## src/rtl/pm_evt_pkg.sv

```systemverilog
package pm_evt_pkg;
  localparam int NSTS = 7;
  localparam int NEN  = 6;

  localparam int IDX_TMR    = 0;
  localparam int IDX_GLB    = 1;
  localparam int IDX_PWRBTN = 2;
  localparam int IDX_RTC    = 3;
  localparam int IDX_PCIE   = 4;
  localparam int IDX_USB    = 5;
  localparam int IDX_WAKE   = 6;

  typedef enum logic [1:0] {
    DOM_RESUME = 2'd0,
    DOM_PLAT   = 2'd1,
    DOM_RTC    = 2'd2
  } rst_dom_e;

  localparam int NDOM = 3;

  // Reset domain of a status bit or of the control bit at the same index
  function automatic rst_dom_e dom_of(input int idx);
    if (idx == IDX_TMR || idx == IDX_GLB) return DOM_PLAT;
    else if (idx == IDX_RTC)              return DOM_RTC;
    else                                  return DOM_RESUME;
  endfunction
endpackage

```

## src/rtl/pm_rst_sync.sv

```systemverilog
module pm_rst_sync #(
  parameter int STAGES = 2
) (
  input  logic clk,
  input  logic arst_n,
  output logic srst_n
);
  logic [STAGES-1:0] shift_q;

  always_ff @(posedge clk or negedge arst_n) begin
    if (!arst_n) shift_q <= '0;
    else         shift_q <= {shift_q[STAGES-2:0], 1'b1};
  end

  assign srst_n = shift_q[STAGES-1];
endmodule

```

## src/rtl/pm_reg_cell.sv

```systemverilog
module pm_reg_cell #(
  parameter bit IS_W1C = 1'b1
) (
  input  logic clk,
  input  logic rst_n,
  input  logic hw_set,
  input  logic hw_clr,
  input  logic sw_we,
  input  logic sw_d,
  output logic q
);
  logic q_d;
  logic q_en;

  generate
    if (IS_W1C) begin : g_w1c
      // hardware set has priority over a software clear
      always_comb begin
        q_en = hw_set | (sw_we & sw_d);
        q_d  = hw_set;
      end
    end else begin : g_rw
      // hardware clear has priority over a software write
      always_comb begin
        q_en = hw_clr | sw_we;
        q_d  = hw_clr ? 1'b0 : sw_d;
      end
    end
  endgenerate

  always_ff @(posedge clk or negedge rst_n) begin
    if (!rst_n)    q <= 1'b0;
    else if (q_en) q <= q_d;
  end
endmodule

```

## src/rtl/pm_route.sv

```systemverilog
module pm_route
  import pm_evt_pkg::*;
(
  input  logic [NSTS-2:0] sts,
  input  logic [NEN-1:0]  ctl,
  input  logic            sci_en,
  input  logic            sleeping,
  output logic            smi,
  output logic            sci,
  output logic            wake_hit
);
  logic routed;
  logic glb_hit;
  logic wake_any;

  always_comb begin
    routed   = (sts[IDX_TMR] & ctl[IDX_TMR]) |
               (sts[IDX_PWRBTN] & ctl[IDX_PWRBTN]) |
               (sts[IDX_RTC] & ctl[IDX_RTC]);
    glb_hit  = sts[IDX_GLB] & ctl[IDX_GLB];
    wake_any = sts[IDX_PWRBTN] |
               (sts[IDX_RTC] & ctl[IDX_RTC]) |
               (sts[IDX_PCIE] & ~ctl[IDX_PCIE]) |
               (sts[IDX_USB] & ctl[IDX_USB]);
    smi      = ~sleeping & routed & ~sci_en;
    sci      = ~sleeping & ((routed & sci_en) | glb_hit);
    wake_hit = sleeping & wake_any;
  end
endmodule

```

## src/rtl/pm_evt_router.sv

```systemverilog
module pm_evt_router
  import pm_evt_pkg::*;
#(
  parameter int DATA_W      = 32,
  parameter int ADDR_W      = 2,
  parameter int SYNC_STAGES = 2
) (
  input  logic              clk,
  input  logic              rst_resume_n,
  input  logic              rst_plat_n,
  input  logic              rst_rtc_n,
  input  logic              sci_en,
  input  logic              sleeping,
  input  logic              after_loss_wake,
  input  logic              pwr_return,
  input  logic              ev_pwrbtn,
  input  logic              ev_rtc,
  input  logic              ev_tmr,
  input  logic              ev_glb,
  input  logic              ev_pcie,
  input  logic              ev_usb,
  input  logic              pwrbtn_override,
  input  logic              thermal_trip,
  input  logic [ADDR_W-1:0] reg_addr,
  input  logic              reg_we,
  input  logic [DATA_W-1:0] reg_wdata,
  output logic [DATA_W-1:0] reg_rdata,
  output logic              smi,
  output logic              sci,
  output logic              go_on
);
  localparam logic [ADDR_W-1:0] ADDR_STS = ADDR_W'(0);
  localparam logic [ADDR_W-1:0] ADDR_CTL = ADDR_W'(1);

  logic [NDOM-1:0] dom_arst_n;
  logic [NDOM-1:0] dom_rst_n;
  logic [NSTS-1:0] sts_q;
  logic [NSTS-1:0] sts_set;
  logic [NEN-1:0]  ctl_q;
  logic [NEN-1:0]  ctl_clr;
  logic            sts_we;
  logic            ctl_we;
  logic            wake_hit;

  assign dom_arst_n[DOM_RESUME] = rst_resume_n;
  assign dom_arst_n[DOM_PLAT]   = rst_plat_n;
  assign dom_arst_n[DOM_RTC]    = rst_rtc_n;

  generate
    for (genvar d = 0; d < NDOM; d++) begin : g_sync
      pm_rst_sync #(.STAGES(SYNC_STAGES)) i_sync (
        .clk    (clk),
        .arst_n (dom_arst_n[d]),
        .srst_n (dom_rst_n[d])
      );
    end
  endgenerate

  assign sts_we = reg_we && (reg_addr == ADDR_STS);
  assign ctl_we = reg_we && (reg_addr == ADDR_CTL);

  always_comb begin
    sts_set              = '0;
    sts_set[IDX_TMR]     = ev_tmr;
    sts_set[IDX_GLB]     = ev_glb;
    sts_set[IDX_PWRBTN]  = ev_pwrbtn;
    sts_set[IDX_RTC]     = ev_rtc;
    sts_set[IDX_PCIE]    = ev_pcie;
    sts_set[IDX_USB]     = ev_usb;
    sts_set[IDX_WAKE]    = wake_hit | (pwr_return & after_loss_wake);
    ctl_clr              = '0;
    ctl_clr[IDX_RTC]     = pwrbtn_override | thermal_trip;
  end

  generate
    for (genvar i = 0; i < NSTS; i++) begin : g_sts
      localparam rst_dom_e DOM = dom_of(i);
      pm_reg_cell #(.IS_W1C(1'b1)) i_cell (
        .clk    (clk),
        .rst_n  (dom_rst_n[DOM]),
        .hw_set (sts_set[i]),
        .hw_clr (1'b0),
        .sw_we  (sts_we),
        .sw_d   (reg_wdata[i]),
        .q      (sts_q[i])
      );
    end
    for (genvar i = 0; i < NEN; i++) begin : g_ctl
      localparam rst_dom_e DOM = dom_of(i);
      pm_reg_cell #(.IS_W1C(1'b0)) i_cell (
        .clk    (clk),
        .rst_n  (dom_rst_n[DOM]),
        .hw_set (1'b0),
        .hw_clr (ctl_clr[i]),
        .sw_we  (ctl_we),
        .sw_d   (reg_wdata[i]),
        .q      (ctl_q[i])
      );
    end
  endgenerate

  pm_route i_route (
    .sts      (sts_q[NSTS-2:0]),
    .ctl      (ctl_q),
    .sci_en   (sci_en),
    .sleeping (sleeping),
    .smi      (smi),
    .sci      (sci),
    .wake_hit (wake_hit)
  );

  assign go_on = sts_q[IDX_WAKE] & sleeping;

  always_comb begin
    reg_rdata = '0;
    if (reg_addr == ADDR_STS)      reg_rdata[NSTS-1:0] = sts_q;
    else if (reg_addr == ADDR_CTL) reg_rdata[NEN-1:0]  = ctl_q;
  end
endmodule

```

## config.mk

```make
export PLATFORM = sky130hd
export DESIGN_NAME = pm_evt_router
export DESIGN_NICKNAME = d
export VERILOG_FILES = /design/src/rtl/pm_evt_pkg.sv /design/src/rtl/pm_rst_sync.sv /design/src/rtl/pm_reg_cell.sv /design/src/rtl/pm_route.sv /design/src/rtl/pm_evt_router.sv
export SDC_FILE = /design/constraint.sdc
export NUM_CORES = 1
export LEC_CHECK = 0
export BUFFER_PORTS_ARGS = -buffer_cell sky130_fd_sc_hd__buf_2
export CELL_PAD_IN_SITES_DETAIL_PLACEMENT = 1
export CELL_PAD_IN_SITES_GLOBAL_PLACEMENT = 1
export CORE_MARGIN = 3
export CORE_UTILIZATION = 26
export CTS_CLUSTER_SIZE = 25
export DETAILED_ROUTE_END_ITERATION = 10
export PLACE_DENSITY = 0.81
export SYNTH_ARGS = -nofsm -noshare
export SYNTH_HDL_FRONTEND = slang
export SYNTH_HIERARCHICAL = 1
export SYNTH_SLANG_ARGS = --single-unit
export TNS_END_PERCENT = 10
```

## constraint.sdc

```tcl
create_clock -name clk -period 0.9 [get_ports clk]
set_input_delay 0 -clock clk [delete_from_list [all_inputs] [get_ports clk]]
set_output_delay 0 -clock clk [all_outputs]
set_load 0.005 [all_outputs]
```

# Yosys cells after proc, flatten, opt, wreduce, memory -nomap -nowiden
# Cells that the tools add are included.
# word_totals
ff_bits	19
# classes
reduce_logical	3
muxes	4
n_bitwise	39
eq_ne	1
# ops
cell	count
1-bit bitwise AND	20
1-bit bitwise OR	16
6-bit two-way mux	2
1-bit inverter	3
2-bit by 1-bit == test with 1-bit output (second input constant)	1
1-bit logical AND	2
2-bit logical NOT	1
1-bit two-way mux	2

# Depth between registers and ports, before layout
# logic_depth
ltp_word	7
mapped_depth	4
mapped_depth_nobuf	4

# Hierarchy
# The synthesis kept the hierarchy.
# by_module_without_submodules
mod	area_per_inst_um2	cells_per_inst	instances
pm_evt_router	337.8	46	1
pm_reg_cell (g_sts[0].i_cell ...)	36.3	3	7
pm_reg_cell (g_ctl[0].i_cell ...)	38.8	3	6
pm_rst_sync	53.8	3	3
pm_route	60.1	9	1

# Worst setup path before layout
# No wires, ideal clock.
# synth_timing
kind	reg-to-reg
startpoint	reg g_sts[3].i_cell.q
endpoint	reg g_sts[6].i_cell.q
arrival_ps	1141
slack_ps	-359
n_path_buf	0
required_ps	782
setup_ps	118
path_stages_with_launch	5
cell_sequence	dfrtp_1 -> a22o_1 -> o31a_1 -> a21o_1 -> a21o_1
# synth_via
elab_chain_len	7
# synth_rtl
item	line_no	rtl
from (decl)	pm_reg_cell.sv:10	output logic q
from (signal assigned)	pm_reg_cell.sv:33	else if (q_en) q <= q_d;
1-bit bitwise AND (*)	pm_route.sv:22	(sts[IDX_RTC] & ctl[IDX_RTC]) |
1-bit bitwise OR (*)	pm_route.sv:21	wake_any = sts[IDX_PWRBTN] |
1-bit bitwise OR (*)	pm_route.sv:22	
1-bit bitwise OR (*)	pm_route.sv:23	(sts[IDX_PCIE] & ~ctl[IDX_PCIE]) |
1-bit bitwise AND (*)	pm_route.sv:27	wake_hit = sleeping & wake_any;
net wake_hit	pm_evt_router.sv:43	logic wake_hit;
1-bit bitwise OR (*)	pm_evt_router.sv:70	sts_set[IDX_WAKE] = wake_hit | (pwr_return & after_loss_wake);
net sts_set[6]	pm_evt_router.sv:38	logic [NSTS-1:0] sts_set;
1-bit bitwise OR	pm_reg_cell.sv:19	q_en = hw_set | (sw_we & sw_d);
to (signal assigned)	pm_reg_cell.sv:33	
to (decl)	pm_reg_cell.sv:10	
# The timed path passes the listed nets; every way through them passes the cells marked *.
# A chain may end at the register's enable or synchronous reset.

# Worst setup path after layout
# layout_timing
startpoint	reg g_ctl[3].i_cell.q
endpoint	reg g_sts[6].i_cell.q
# layout_via
elab_chain_len	7
# layout_rtl
item	line_no
from (decl)	pm_reg_cell.sv:10
from (signal assigned)	pm_reg_cell.sv:33
1-bit bitwise AND (*)	pm_route.sv:22
1-bit bitwise OR (*)	pm_route.sv:21
1-bit bitwise OR (*)	pm_route.sv:22
1-bit bitwise OR (*)	pm_route.sv:23
1-bit bitwise AND (*)	pm_route.sv:27
net wake_hit	pm_evt_router.sv:43
1-bit bitwise OR (*)	pm_evt_router.sv:70
net sts_set[6]	pm_evt_router.sv:38
1-bit bitwise OR	pm_reg_cell.sv:19
# Marked as above.

==> flow_summary_export.csv <==
group,metric,value,unit
clock_tree,cts_max_level,1,
global_routing,grt_pass1_vias,906,
final_layout,multi_input_area,495,um2
die,die-area,4820,um2
placed_design,dp.final_hpwl,2110,um
worst_setup_path,crit_type,"reg -> reg",
timing,rsz0062_at_grt,"true",
timing,period_share,137,%
power,seqPwrFrac,50.1,%
power,p_total,1.82,mW
final_layout,seq_area,475,um2
final_layout,design_area,1480,um2
status,violations,"setup timing",
status,status,"finished, violations left",
worst_setup_path,startpoint,"g_ctl[3].i_cell/q",
worst_setup_path,crit_path_end,"g_sts[6].i_cell/q",
drt,vias,845,
die,ioPinCount,86,
worst_setup_path,worst_setup_path_start_kind,"register",
global_routing,grt_usage,11.0,%
clock_tree,clkSlewWorstSetupHoldPaths,0.07,ns
synth,postSynthCellCount,103,
die,core,3770,um2
drt,drc,0,
drt,firstDrtPassIters,3,
synth,ys_ff_latch,19,
synth,avgSynthCellArea,10.2,um2
global_routing,grt_max_degree,12,
global_routing,grt_pass1_wl,4240,um
final_layout,n_antenna_cell,0,
final_layout,fillerInstances,455,
die,die_h,69.4,um
worst_setup_path,r2r_setup_slack,-0.34,ns
die,rows,22,
power,p_per_area,1230,nW/um2
final_layout,utilization,39.3,%
synth,synth_area_leaders,"dfrtp_1 45%, buf_4 19%, mux2i_1 11%",
clock_tree,cts_tree,"done",
worst_setup_path,setup.worst_path.end_class,"register",
drt,wl_per_cell,12.0,um
drt,drt.antenna.violating_nets,0,
synth,seq_area_frac_synth,45.5,%
hold_path,hp-class,"in -> reg",
drt,wirelength,2600,um
clock_tree,clockBufferDepth,2,
timing,skew,0.00513,ns
drt,first_iter_violations,12,
die,start_util,27.7,%
timing,maxSlewViolCount,0,
placed_design,place_area,1280,um2
clock_tree,insertion_delay,0.26,ns
synth,synth.distinct_cells,19,
power,p_sw_share,24.7,%
synth,yosys_warnings,6,
worst_setup_path,crit_path_max_fanout,2,
timing,fin_crit,1.24,ns
power,p_sw,0.450,mW
synth,synth_area,1050,um2
synth,synth_area_leader_cell,"dfrtp_1",
placed_design,io_buffers,35,
power,pwr-share-clk,32.2,%
worst_setup_path,required,1.05,ns
global_routing,grt-ovfl-total,0,
worst_setup_path,r2r_end,"g_sts[6].i_cell/q",
drt,avgViaCountPerCell,3.89,
timing,finalSetupViolations,11,
timing,hold_viol_final,0,
power,leakagePower,0.748,nW
timing,fmax,809,MHz
final_layout,fin_nets,221,
timing,setup_slack,-0.336,ns
worst_setup_path,cp.arrival,1.39,ns
job,maxCapViolCount,0,
power,ir_drop,1.14,mV
die,die_x,69.4,um
power,combPwrFrac,17.6,%
clock_tree,cts_buffers,3,
worst_setup_path,r2r_start,"g_ctl[3].i_cell/q",
final_layout,area_growth,41.7,%
worst_setup_path,reg2reg_depth,4,
clock_tree,clock_tree.root_cell,"clkbuf_8",
synth,synth_top_area_share,45.5,%
final_layout,drive_gt1_share,35.5,%
global_routing,antenna_found_initial,0,
power,p_int,1.37,mW
clock_tree,clock_sinks,19,
placed_design,gp_congestion,0.768,
sequential cells by signal, summed over array words and instances (netlist names):
register               count
g_sts.i_cell/q             7
g_ctl.i_cell/q             6
g_sync.i_sync/shift_q      6
critical path: stages (launching register included):
cell	delay, ns
dfrtp_1	0.38
a22o_1	0.23
o31a_1	0.23
a21o_1	0.15
a21o_1	0.14
cells in the final DEF, fill, tap and decap left out:
cell / synthesis / layout
a21o_1: 8 / 8
nor2_1: 12 / 12
nand2_1: 9 / 9
a21oi_1: 1 / 1
nor3b_2: 0 / 1
a22o_1: 1 / 1
buf_6: 1 / 4
dlygate4sd3_1: 0 / 11
or2_2: 1 / 1
buf_2: 0 / 35
nor3b_1: 2 / 1
mux2i_1: 12 / 11
dfrtp_1: 19 / 19
a211oi_1: 1 / 1
and2_4: 0 / 1
a22oi_2: 0 / 1
mux2i_2: 0 / 1
buf_4: 26 / 10
a311oi_2: 0 / 1
nor2b_1: 1 / 1
o31a_1: 1 / 1
and3b_2: 1 / 1
conb_1: 4 / 33
clkbuf_8: 0 / 3
clkinv_2: 0 / 1
power groups by stage:
stage / Clock, mW / Sequential (mW) / Combinational, mW
floorplan: 0 / 0.923 / 0.206
CTS: 0.610 / 0.913 / 0.312
finish: 0.586 / 0.912 / 0.321
global route: 0.642 / 0.918 / 0.359
detailed placement: 0 / 0.929 / 0.265
global placement: 0 / 0.926 / 0.261
per-layer routing:
metal | vias to the layer above | wire length [um] | track usage [%]
li1 | 413 | - | -
met1 | 382 | 1130 | 13.4
met2 | 48 | 1230 | 19.7
met3 | 2 | 222 | 2.17
met4 | 0 | 24 | 2.60
met5 | - | 0 | 0
kinds of logic after synthesis:
logic type,Yosys count,share of synthesized area [%]
AOI/OAI and AO/OA,14,10.2
DFF,19,45.5
muxes,12,11.5
buffers and inverters,27,19.7
and+or+nand+nor,27,11.7
other,4,1.43
final cells by class:
cell class / count / area share [%]
sequential: 19 / 32.1
multi-input combinational: 86 / 33.4
tap: 48 / 4.05
timing repair buffer: 60 / 27.3
clock inverter: 1 / 0.338
clock buffer: 3 / 2.78
cell usage after synthesis:
master	n
buf_4	26
dfrtp_1	19
mux2i_1	12
nor2_1	12
nand2_1	9
a21o_1	8
conb_1	4
nor3b_1	2
a211oi_1	1
a21oi_1	1
a22o_1	1
a22oi_1	1
a311oi_1	1
and2_1	1
and3b_2	1
buf_6	1
nor2b_1	1
o31a_1	1
or2_2	1
how the worst min path moves through the flow:
stage	start	end	depth (start not counted)
floorplan	rst_resume_n	g_sync[0].i_sync/shift_q[0]	0
global placement	rst_plat_n	g_sync[1].i_sync/shift_q[0]	1
detailed placement	rst_plat_n	g_sync[1].i_sync/shift_q[0]	1
CTS	reg_wdata[3]	g_ctl[3].i_cell/q	3
global route	reg_wdata[6]	g_sts[6].i_cell/q	3
finish	reg_wdata[3]	g_ctl[3].i_cell/q	3
what timing repair did:
item                                   in CTS  in global routing
gates cloned                                0                  0
pin swaps                                   3                  2
setup endpoints to repair                  11                 11
endpoints found under the hold margin      13                  0
hold buffers                               11                  0
gates resized for setup                     5                  4
buffers inserted                            1                  0
per-stage QoR:
stage	worst slack (ns)	hold slack (ns)	std cells	setup TNS [ns]
after detailed placement	-0.325	-0.213	201	-0.599
final	-0.336	0.0109	217	-2.00
after floorplan	-0.320	-0.296	132	-0.948
after global routing	-0.415	0.0202	217	-2.74
after global placement	-0.311	-0.213	201	-0.522
after CTS	-0.344	0.00448	217	-2.11
Note: power is estimated with default switching activity, not from simulation.
